**src/rtl/regalu_pkg.sv**
```systemverilog
`timescale 1ns/1ps
package regalu_pkg;
  typedef enum logic [3:0] {
    OP_DEC2     = 4'h0,
    OP_DEC1     = 4'h1,
    OP_INC1     = 4'h2,
    OP_INC2     = 4'h3,
    OP_COPY     = 4'h4,
    OP_AND      = 4'h5,
    OP_OR       = 4'h6,
    OP_XOR      = 4'h7,
    OP_ADD      = 4'h8,
    OP_SUB      = 4'h9,
    OP_ADC      = 4'hA,
    OP_SBB      = 4'hB,
    OP_HI2LO    = 4'hC,
    OP_LO2HI    = 4'hD,
    OP_LDBUS    = 4'hE,
    OP_DISPATCH = 4'hF
  } alu_op_e;
endpackage

```
**src/rtl/regalu_ptr.sv**
```systemverilog
`timescale 1ns/1ps
module regalu_ptr #(
  parameter int W = 16
) (
  input  logic [3:0]   op,
  input  logic [W-1:0] ry,
  output logic [W-1:0] ptr,
  output logic         ptr_we
);
  import regalu_pkg::*;

  always_comb begin
    ptr    = ry;
    ptr_we = 1'b1;
    case (alu_op_e'(op))
      OP_DEC2: ptr = ry - W'(2);
      OP_DEC1: ptr = ry - W'(1);
      OP_INC1: ptr = ry + W'(1);
      OP_INC2: ptr = ry + W'(2);
      default: ptr_we = 1'b0;
    endcase
  end
endmodule

```
**src/rtl/regalu_prio.sv**
```systemverilog
`timescale 1ns/1ps
module regalu_prio #(
  parameter int W     = 16,
  parameter int BUS_W = 8
) (
  input  logic [BUS_W-1:0] bus,
  output logic [W-1:0]     addend,
  output logic             none
);
  logic [BUS_W:0]   pass;
  logic [BUS_W-1:0] hit;

  assign pass[0] = 1'b1;
  for (genvar i = 0; i < BUS_W; i++) begin : g_scan
    assign hit[i]    = pass[i] & ~bus[BUS_W-1-i];
    assign pass[i+1] = pass[i] &  bus[BUS_W-1-i];
  end

  assign none = pass[BUS_W];

  always_comb begin
    addend = '0;
    for (int i = 0; i < BUS_W; i++) begin
      if (hit[i]) addend = W'(2 * i);
    end
  end
endmodule

```
**src/rtl/regalu_core.sv**
```systemverilog
`timescale 1ns/1ps
module regalu_core #(
  parameter int W     = 16,
  parameter int BUS_W = 8
) (
  input  logic [3:0]       op,
  input  logic [W-1:0]     rx,
  input  logic [W-1:0]     ry,
  input  logic [BUS_W-1:0] bus,
  input  logic             carry_in,
  output logic [W-1:0]     result,
  output logic [W-1:0]     ptr,
  output logic             ptr_we,
  output logic             wr_en,
  output logic             carry_out,
  output logic             carry_upd,
  output logic             nozero
);
  import regalu_pkg::*;

  localparam int B = W / 2;

  logic [W-1:0] addend;
  logic         none;
  logic [W:0]   ry_lo, ci, sum, diff, sumc, diffc;

  regalu_ptr #(.W(W)) ptr_i (
    .op(op), .ry(ry), .ptr(ptr), .ptr_we(ptr_we)
  );

  regalu_prio #(.W(W), .BUS_W(BUS_W)) prio_i (
    .bus(bus), .addend(addend), .none(none)
  );

  assign ry_lo = (W+1)'(ry[B-1:0]);
  assign ci    = (W+1)'(carry_in);
  assign sum   = {1'b0, rx} + ry_lo;
  assign diff  = {1'b0, rx} - ry_lo;
  assign sumc  = sum + ci;
  assign diffc = diff - ci;

  always_comb begin
    result    = rx;
    wr_en     = 1'b1;
    carry_out = carry_in;
    carry_upd = 1'b0;
    nozero    = 1'b0;
    case (alu_op_e'(op))
      OP_DEC2, OP_DEC1, OP_INC1, OP_INC2, OP_COPY: result = ptr;
      OP_AND: result = {rx[W-1:B], rx[B-1:0] & ry[B-1:0]};
      OP_OR:  result = {rx[W-1:B], rx[B-1:0] | ry[B-1:0]};
      OP_XOR: result = {rx[W-1:B], rx[B-1:0] ^ ry[B-1:0]};
      OP_ADD: begin {carry_out, result} = sum;   carry_upd = 1'b1; end
      OP_SUB: begin {carry_out, result} = diff;  carry_upd = 1'b1; end
      OP_ADC: begin {carry_out, result} = sumc;  carry_upd = 1'b1; end
      OP_SBB: begin {carry_out, result} = diffc; carry_upd = 1'b1; end
      OP_HI2LO: result = {rx[W-1:B], rx[W-1:B]};
      OP_LO2HI: result = {rx[B-1:0], rx[B-1:0]};
      OP_LDBUS: result = W'(bus);
      OP_DISPATCH: begin
        result = rx + addend;
        nozero = none;
        wr_en  = ~none;
      end
      default: result = rx;
    endcase
  end
endmodule

```
**src/rtl/regalu_exec.sv**
```systemverilog
`timescale 1ns/1ps
module regalu_exec #(
  parameter int W     = 16,
  parameter int BUS_W = 8
) (
  input  logic             clk,
  input  logic             rst_n,
  input  logic             in_valid,
  output logic             in_ready,
  input  logic [3:0]       in_op,
  input  logic [W-1:0]     in_rx,
  input  logic [W-1:0]     in_ry,
  input  logic [BUS_W-1:0] in_bus,
  output logic             out_valid,
  input  logic             out_ready,
  output logic [W-1:0]     out_result,
  output logic [W-1:0]     out_ptr,
  output logic             out_ptr_we,
  output logic             out_wr_en,
  output logic             out_nozero,
  output logic             carry_flag
);
  logic [W-1:0] c_result, c_ptr;
  logic         c_ptr_we, c_wr_en, c_carry, c_carry_upd, c_nozero;
  logic         accept;

  regalu_core #(.W(W), .BUS_W(BUS_W)) core_i (
    .op(in_op), .rx(in_rx), .ry(in_ry), .bus(in_bus), .carry_in(carry_flag),
    .result(c_result), .ptr(c_ptr), .ptr_we(c_ptr_we), .wr_en(c_wr_en),
    .carry_out(c_carry), .carry_upd(c_carry_upd), .nozero(c_nozero)
  );

  assign in_ready = ~out_valid | out_ready;
  assign accept   = in_valid & in_ready;

  always_ff @(posedge clk or negedge rst_n) begin
    if (!rst_n) begin
      out_valid  <= 1'b0;
      out_result <= '0;
      out_ptr    <= '0;
      out_ptr_we <= 1'b0;
      out_wr_en  <= 1'b0;
      out_nozero <= 1'b0;
      carry_flag <= 1'b0;
    end else begin
      if (accept) begin
        out_valid  <= 1'b1;
        out_result <= c_result;
        out_ptr    <= c_ptr;
        out_ptr_we <= c_ptr_we;
        out_wr_en  <= c_wr_en;
        out_nozero <= c_nozero;
        if (c_carry_upd) carry_flag <= c_carry;
      end else if (out_ready) begin
        out_valid <= 1'b0;
      end
    end
  end
endmodule

```
**config.mk**
```make
export PLATFORM = sky130hd
export DESIGN_NAME = regalu_exec
export DESIGN_NICKNAME = d
export VERILOG_FILES = /design/src/rtl/regalu_pkg.sv /design/src/rtl/regalu_ptr.sv /design/src/rtl/regalu_prio.sv /design/src/rtl/regalu_core.sv /design/src/rtl/regalu_exec.sv
export SDC_FILE = /design/constraint.sdc
export NUM_CORES = 1
export LEC_CHECK = 0
export CORE_MARGIN = 2
export CORE_UTILIZATION = 44
export CTS_CLUSTER_SIZE = 28
export DETAILED_ROUTE_END_ITERATION = 10
export DONT_BUFFER_PORTS = 1
export HOLD_SLACK_MARGIN = 0.12
export PLACE_DENSITY_LB_ADDON = 0.08
export SKIP_CTS_REPAIR_TIMING = 1
export SYNTH_ARGS = -nofsm -noshare
export SYNTH_HDL_FRONTEND = slang
export SYNTH_SLANG_ARGS = --single-unit
export TNS_END_PERCENT = 1
```
**constraint.sdc**
```tcl
create_clock -name clk -period 3.5 [get_ports clk]
set_clock_uncertainty 0.15 [all_clocks]
set_input_delay 0.525 -clock clk [delete_from_list [all_inputs] [get_ports clk]]
set_output_delay 0.525 -clock clk [all_outputs]
set_load 0.01 [all_outputs]
```
# ---- After elaboration in Yosys (flattened, before gate mapping)
# Cells that the tools add are included.
dict set report classes {
  reduce_logical 7
  addsub 9
  n_eq_ne 15
  n_mux 16
  bitwise_logic 28
}
# operator count
set op_table {}
lappend op_table {{16-bit one-hot mux with 12 select lines} 1}
lappend op_table {{16-bit two-way mux} 4}
lappend op_table {{16-bit one-hot mux with 4 select lines} 1}
lappend op_table {{4-bit == test (second input constant)} 8}
lappend op_table {{16-bit by 8-bit adder with 17-bit output} 1}
lappend op_table {{17-bit by 1-bit adder with 17-bit output} 1}
lappend op_table {{16-bit by 8-bit subtractor with 17-bit output} 1}
lappend op_table {{17-bit by 1-bit subtractor with 17-bit output} 1}
lappend op_table {{16-bit by 1-bit adder with 16-bit output (second input constant)} 1}
lappend op_table {{16-bit adder} 1}
lappend op_table {{16-bit by 2-bit adder with 16-bit output (second input constant)} 1}
lappend op_table {{4-bit by 3-bit == test with 1-bit output (second input constant)} 4}
lappend op_table {{16-bit by 1-bit subtractor with 16-bit output (second input constant)} 1}
lappend op_table {{16-bit by 2-bit subtractor with 16-bit output (second input constant)} 1}
lappend op_table {{1-bit bitwise AND} 15}
lappend op_table {{1-bit inverter} 9}
lappend op_table {{8-bit bitwise AND} 1}
lappend op_table {{4-bit by 2-bit == test with 1-bit output (second input constant)} 2}
lappend op_table {{8-bit OR} 1}
lappend op_table {{4-bit OR reduction} 2}
lappend op_table {{8-bit bitwise XOR} 1}
lappend op_table {{1-bit two-way mux} 6}
lappend op_table {{3-bit two-way mux} 2}
lappend op_table {{5-bit OR reduction} 1}
lappend op_table {{other kinds (8)} 8}
dict set report word_totals {
  wordCells 82
  ff_bits 37
  inputBits 48
  out_inout_bits 38
}

# ---- Depth between registers and ports, before layout
dict set report depth {
  ltp_word 11
  depth_mapped 17
  mapped_depth_nobuf 17
}

# ---- Cells and area by module
# A second synthesis with hierarchy kept.
dict set report hier_totals {
  hier_cells 976
  hier_area_um2 7576.0
}
# module cells_each n_inst area_each_um2 seq_area_each_um2
set by_module_without_submodules {}
lappend by_module_without_submodules {regalu_core 625 1 4108.9 0.0}
lappend by_module_without_submodules {regalu_ptr 242 1 1730.4 0.0}
lappend by_module_without_submodules {regalu_exec 80 1 1541.5 925.9}
lappend by_module_without_submodules {regalu_prio 29 1 195.2 0.0}

# ---- Worst setup path after synthesis
# No wires, ideal clock.
dict set report synth_timing {
  path_kind {input -> register}
  from {in in_op[2]}
  to {reg out_result[15]}
  path_slack_ps -667
  setup_time_ps 87
  required_time_ps 3263
  path_stages 15
  path_buffers 3
  arrival_time_ps 3929
  cell_sequence {clkbuf_1 > nor2_1 > clkbuf_1 > clkbuf_1 > nand2_1 > ha_1 > or4_1 > o21ai_0 > a211o_1 > a21oi_1 > or3_1 > a211oi_1 > o32ai_1 > a41o_1 > a22oi_1}
}
dict set report synth_via {
  elab_chain_len 3
  elab_cells_between_ends 19
  classes_between {15 x eq/ne; 2 x mux; 2 x reduce/logical}
}
# item line
set synth_rtl {}
lappend synth_rtl {{from (decl)} regalu_exec.sv:10} ;# input logic [3:0] in_op,
lappend synth_rtl {{4-bit by 2-bit == test with 1-bit output, or another cell as far along} {regalu_ptr.sv:15, regalu_core.sv:48}}
lappend synth_rtl {{16-bit one-hot mux with 4 select lines or 5-bit OR reduction (tied branches)} {regalu_ptr.sv:15, regalu_core.sv:48}}
lappend synth_rtl {{16-bit one-hot mux with 12 select lines *} regalu_core.sv:48} ;# case (alu_op_e'(op))
lappend synth_rtl {{to (signal assigned)} regalu_exec.sv:48} ;# out_result <= c_result;
lappend synth_rtl {{to (decl)} regalu_exec.sv:16} ;# output logic [W-1:0] out_result,
# Mark *: on every way between the ends. The rest lies on a longest branch, timed or not.
# A chain may end at the register's enable or synchronous reset.

# ---- Worst setup path after layout
dict set report layout_timing {
  from {in in_rx[0]}
  to {reg out_result[15]}
}
dict set report layout_via {
  elab_chain_len 3
  elab_cells_between_ends 6
  classes_between {5 x add/sub; 1 x mux}
}
# item line
set layout_rtl {}
lappend layout_rtl {{from (decl)} regalu_exec.sv:11} ;# input logic [W-1:0] in_rx,
lappend layout_rtl {{16-bit by 8-bit subtractor with 17-bit output or 16-bit by 8-bit adder with 17-bit output (tied branches)} {regalu_core.sv:38, regalu_core.sv:37}}
lappend layout_rtl {{17-bit by 1-bit subtractor with 17-bit output or 17-bit by 1-bit adder with 17-bit output (tied branches)} {regalu_core.sv:40, regalu_core.sv:39}}
lappend layout_rtl {{16-bit one-hot mux with 12 select lines *} regalu_core.sv:48}
# Marks and branches as above.

==> results.txt <==
Max IR drop VDD: 0.0002305 V
CP bufs+invs: 1
Hold Violations, Final: 0
Die Wd: 124.5 um
Switching Fraction: 39.64%
fin worst setup slack: 0.1174 ns
DR WL/cell: 22.80 um
min Tclk post-route: 3.383 ns
port bufs: 0
worst hold path depth: 1
post-DP HPWL: 22110 um
routed vias/inst: 6.390
share of cells above drive strength 1: 19.92%
hold endpoint: out_wr_en
top_reg_cell synth: dfrtp_1
Unique masters post-synth: 81
ys async rst share: 100.0%
f_max: 295.6 MHz
pre-CTS setup slack: -0.4389 ns
Hold WC Path Type: in -> reg
later-pin clock latency in the skew report: 0.27 ns
clk slew on worst S/H paths: 0.05 ns
Slowest Stage Delay on Critical Path: 0.45 ns
Pint: 1365 uW
nets: 1104
Syn Nets: 991
gr ovfl total: 0
Slew HR: 45.49%
Seq cells post-synth: 37
critical path type: in -> reg
CP required: 3.49 ns
Cell Chain, Critical Path: ha_1 -> inv_1 -> fa_2 -> nand2b_1 -> a21oi_4 -> o211ai_1 -> and3b_1 -> or4_4 -> or3_4 -> or4_1 -> a31oi_1 -> a22oi_1
initial antenna violation count: 0
Final Total Pwr: 2262 uW
fin util: 54.89%
first-pass GRT wire length: 41420 um
Setup-failing EPs final: 0
Static Leak: 0.003349 uW
antenna-violating nets left: 0
Yosys warning count: 0
Total Routing Usage GR: 33.59%
die area: 15500 um2
drt drc: 0
Top Family by Delay on Critical Path: simple AND/OR/NAND/NOR gates
TritonCTS buffer count: 5
Period Utilization, post-route: 96.65%
Clk pwr share: 23.1%
Mapped Cells: 880
vias in the first global route: 7147
Syn-to-layout area delta: 23.49%
Worst R2R Setup Slack: 0.57 ns
FF-to-FF Start: carry_flag
Worst setup SP type: input port
vias post-DR: 7528
Mean Syn Cell Area: 7.258 um2
Max Cap Viol: 0
outcome: complete, no violations
Detailed Route WL: 26860 um
row count: 44
core area: 14370 um2
CTS Root Buffer Type: clkbuf_16
sequential element share of the synthesized area: 14.50%
Detailed Route Iter0 Violations: 812
CTS tree: built
Post-Syn Area: 6387 um2
worst r2r dst: out_result[12]
H-Tree Depth: 2
Worst setup EP type: flip-flop
max-slew violation count: 0
CTS Sinks: 37
GP Congestion: 1.002
Die Y: 124.5 um
ant diodes: 0
switching pwr: 896.5 uW
Starting Density: 44.45%
Logic pwr share: 50.9%
reg2reg path depth: 12
sequential group share of total power: 26.0%
most frequent cells in the layout: 150 x buf_4, 88 x nand2_1, 80 x nor2_1
CP max stage cell: or4_4
DRT Pass-1 Iters: 5
peak fanout along the critical path: 4
final total negative setup slack: 0 ns
Tightest Pin Transition: 0.8176 ns
Longest Clk Path Bufs: 2
most common cell after layout, fill and taps aside: buf_4
HP Start: in_bus[0]
EDFF count, synth: 0
unrepaired setup endpoints after global routing: true
largest net degree at the start of global routing: 43
total I/O pin count: 86
data arrival time of the critical path: 3.37 ns
Power per Cell Area: 286.7 nW/um2
[Yosys cell counts, drive strengths merged (7+ instances only)]
master / instances / area share [%]
a221oi: 11 / 1.5
buf: 9 / 0.82
nand2: 90 / 5.3
a21oi: 54 / 4.5
o211ai: 12 / 1.5
o21bai: 7 / 0.82
a31oi: 11 / 1.1
or4: 9 / 1.1
o31ai: 12 / 1.4
or3: 10 / 1.1
nand4: 14 / 1.4
inv: 37 / 2.2
xor2: 26 / 3.6
dfrtp: 37 / 14
nand2b: 20 / 2.0
a22oi: 14 / 1.6
xnor2: 45 / 6.2
a211oi: 19 / 2.4
nor2b: 8 / 0.78
nor3: 23 / 2.0
ha: 58 / 11
nand3: 24 / 1.9
o22ai: 11 / 1.1
o21ai: 69 / 5.4
and3: 12 / 1.2
clkbuf: 37 / 2.2
nor4: 9 / 0.88
nor2: 82 / 4.9
a21o: 15 / 1.8
[area by class of cell]
type	count	area, um2
Multi-Input combinational cell	759	5256
Clock buffer	6	138.9
Inverter	38	142.6
Sequential cell	37	925.9
Tap cell	184	230.2
Timing Repair Buffer	152	1156
Clock inverter	2	37.54
Fill cell	1369	6481
[worst max path at each step]
stage / startpoint / endpoint / slack [ns] / cells after the start
floorplan: in_rx[0] / out_result[15] / -0.07 / 12
global placement: in_bus[4] / out_result[11] / -0.49 / 14
detailed placement: in_bus[4] / out_result[11] / -0.44 / 14
CTS: in_bus[4] / out_result[11] / -0.19 / 14
global route: in_ry[1] / out_result[13] / -0.12 / 13
finish: in_rx[0] / out_result[15] / 0.12 / 12
[state kept, by name (all words and copies together) (netlist names)]
| name | cells |
|---|---|
| carry_flag | 1 |
| out_nozero | 1 |
| out_ptr | 16 |
| out_ptr_we | 1 |
| out_result | 16 |
| out_valid | 1 |
| out_wr_en | 1 |
[worst register-to-register path: cells and delay by family, from the launching register on]
| kind | cells | cell delay, ns |
|---|---|---|
| simple gates | 6 | 1.13 |
| fa+ha+maj | 2 | 0.43 |
| flops | 1 | 0.43 |
| compound gates | 2 | 0.40 |
| buf+inv | 1 | 0.18 |
| xor+xnor | 1 | 0.09 |
[through the flow]
step           hold slack, ns  cell area, um2  std cells
4_1_cts               -0.2136            7796       1176
3_3_place_gp          0.08016            7620       1168
2_1_floorplan         0.07941            6476        880
5_1_grt                0.1875            7888       1178
3_5_place_dp          0.08017            7620       1168
6_report               0.1852            7888       1178
[layer usage]
metal,global-route usage (%),share of wire (%),wire length [um]
met1,49.39,45,12160
met2,51.01,42,11400
met3,5.541,9.6,2576
met4,8.526,2.7,723
met5,0,0,0
[kinds of logic after synthesis]
logic type               share of synthesized area, %
AO/OA/AOI/OAI                                   30.99
XOR/XNOR                                        9.736
adder cells (fa/ha/maj)                         12.93
buffers and inverters                           5.230
flip-flops                                      14.50
multiplexers                                    1.156
AND/OR/NAND/NOR                                 25.47
[power by group through the flow]
stage                     logic, uW  clock network (uW)  registers, uW
after detailed placement       1100                   0            598
after global routing           1250                 545            597
after CTS                      1110                 525            591
after floorplan                 699                   0            576
after global placement         1090                   0            598
final                          1150                 523            589
No activity file was read; power rests on OpenSTA's default activity.
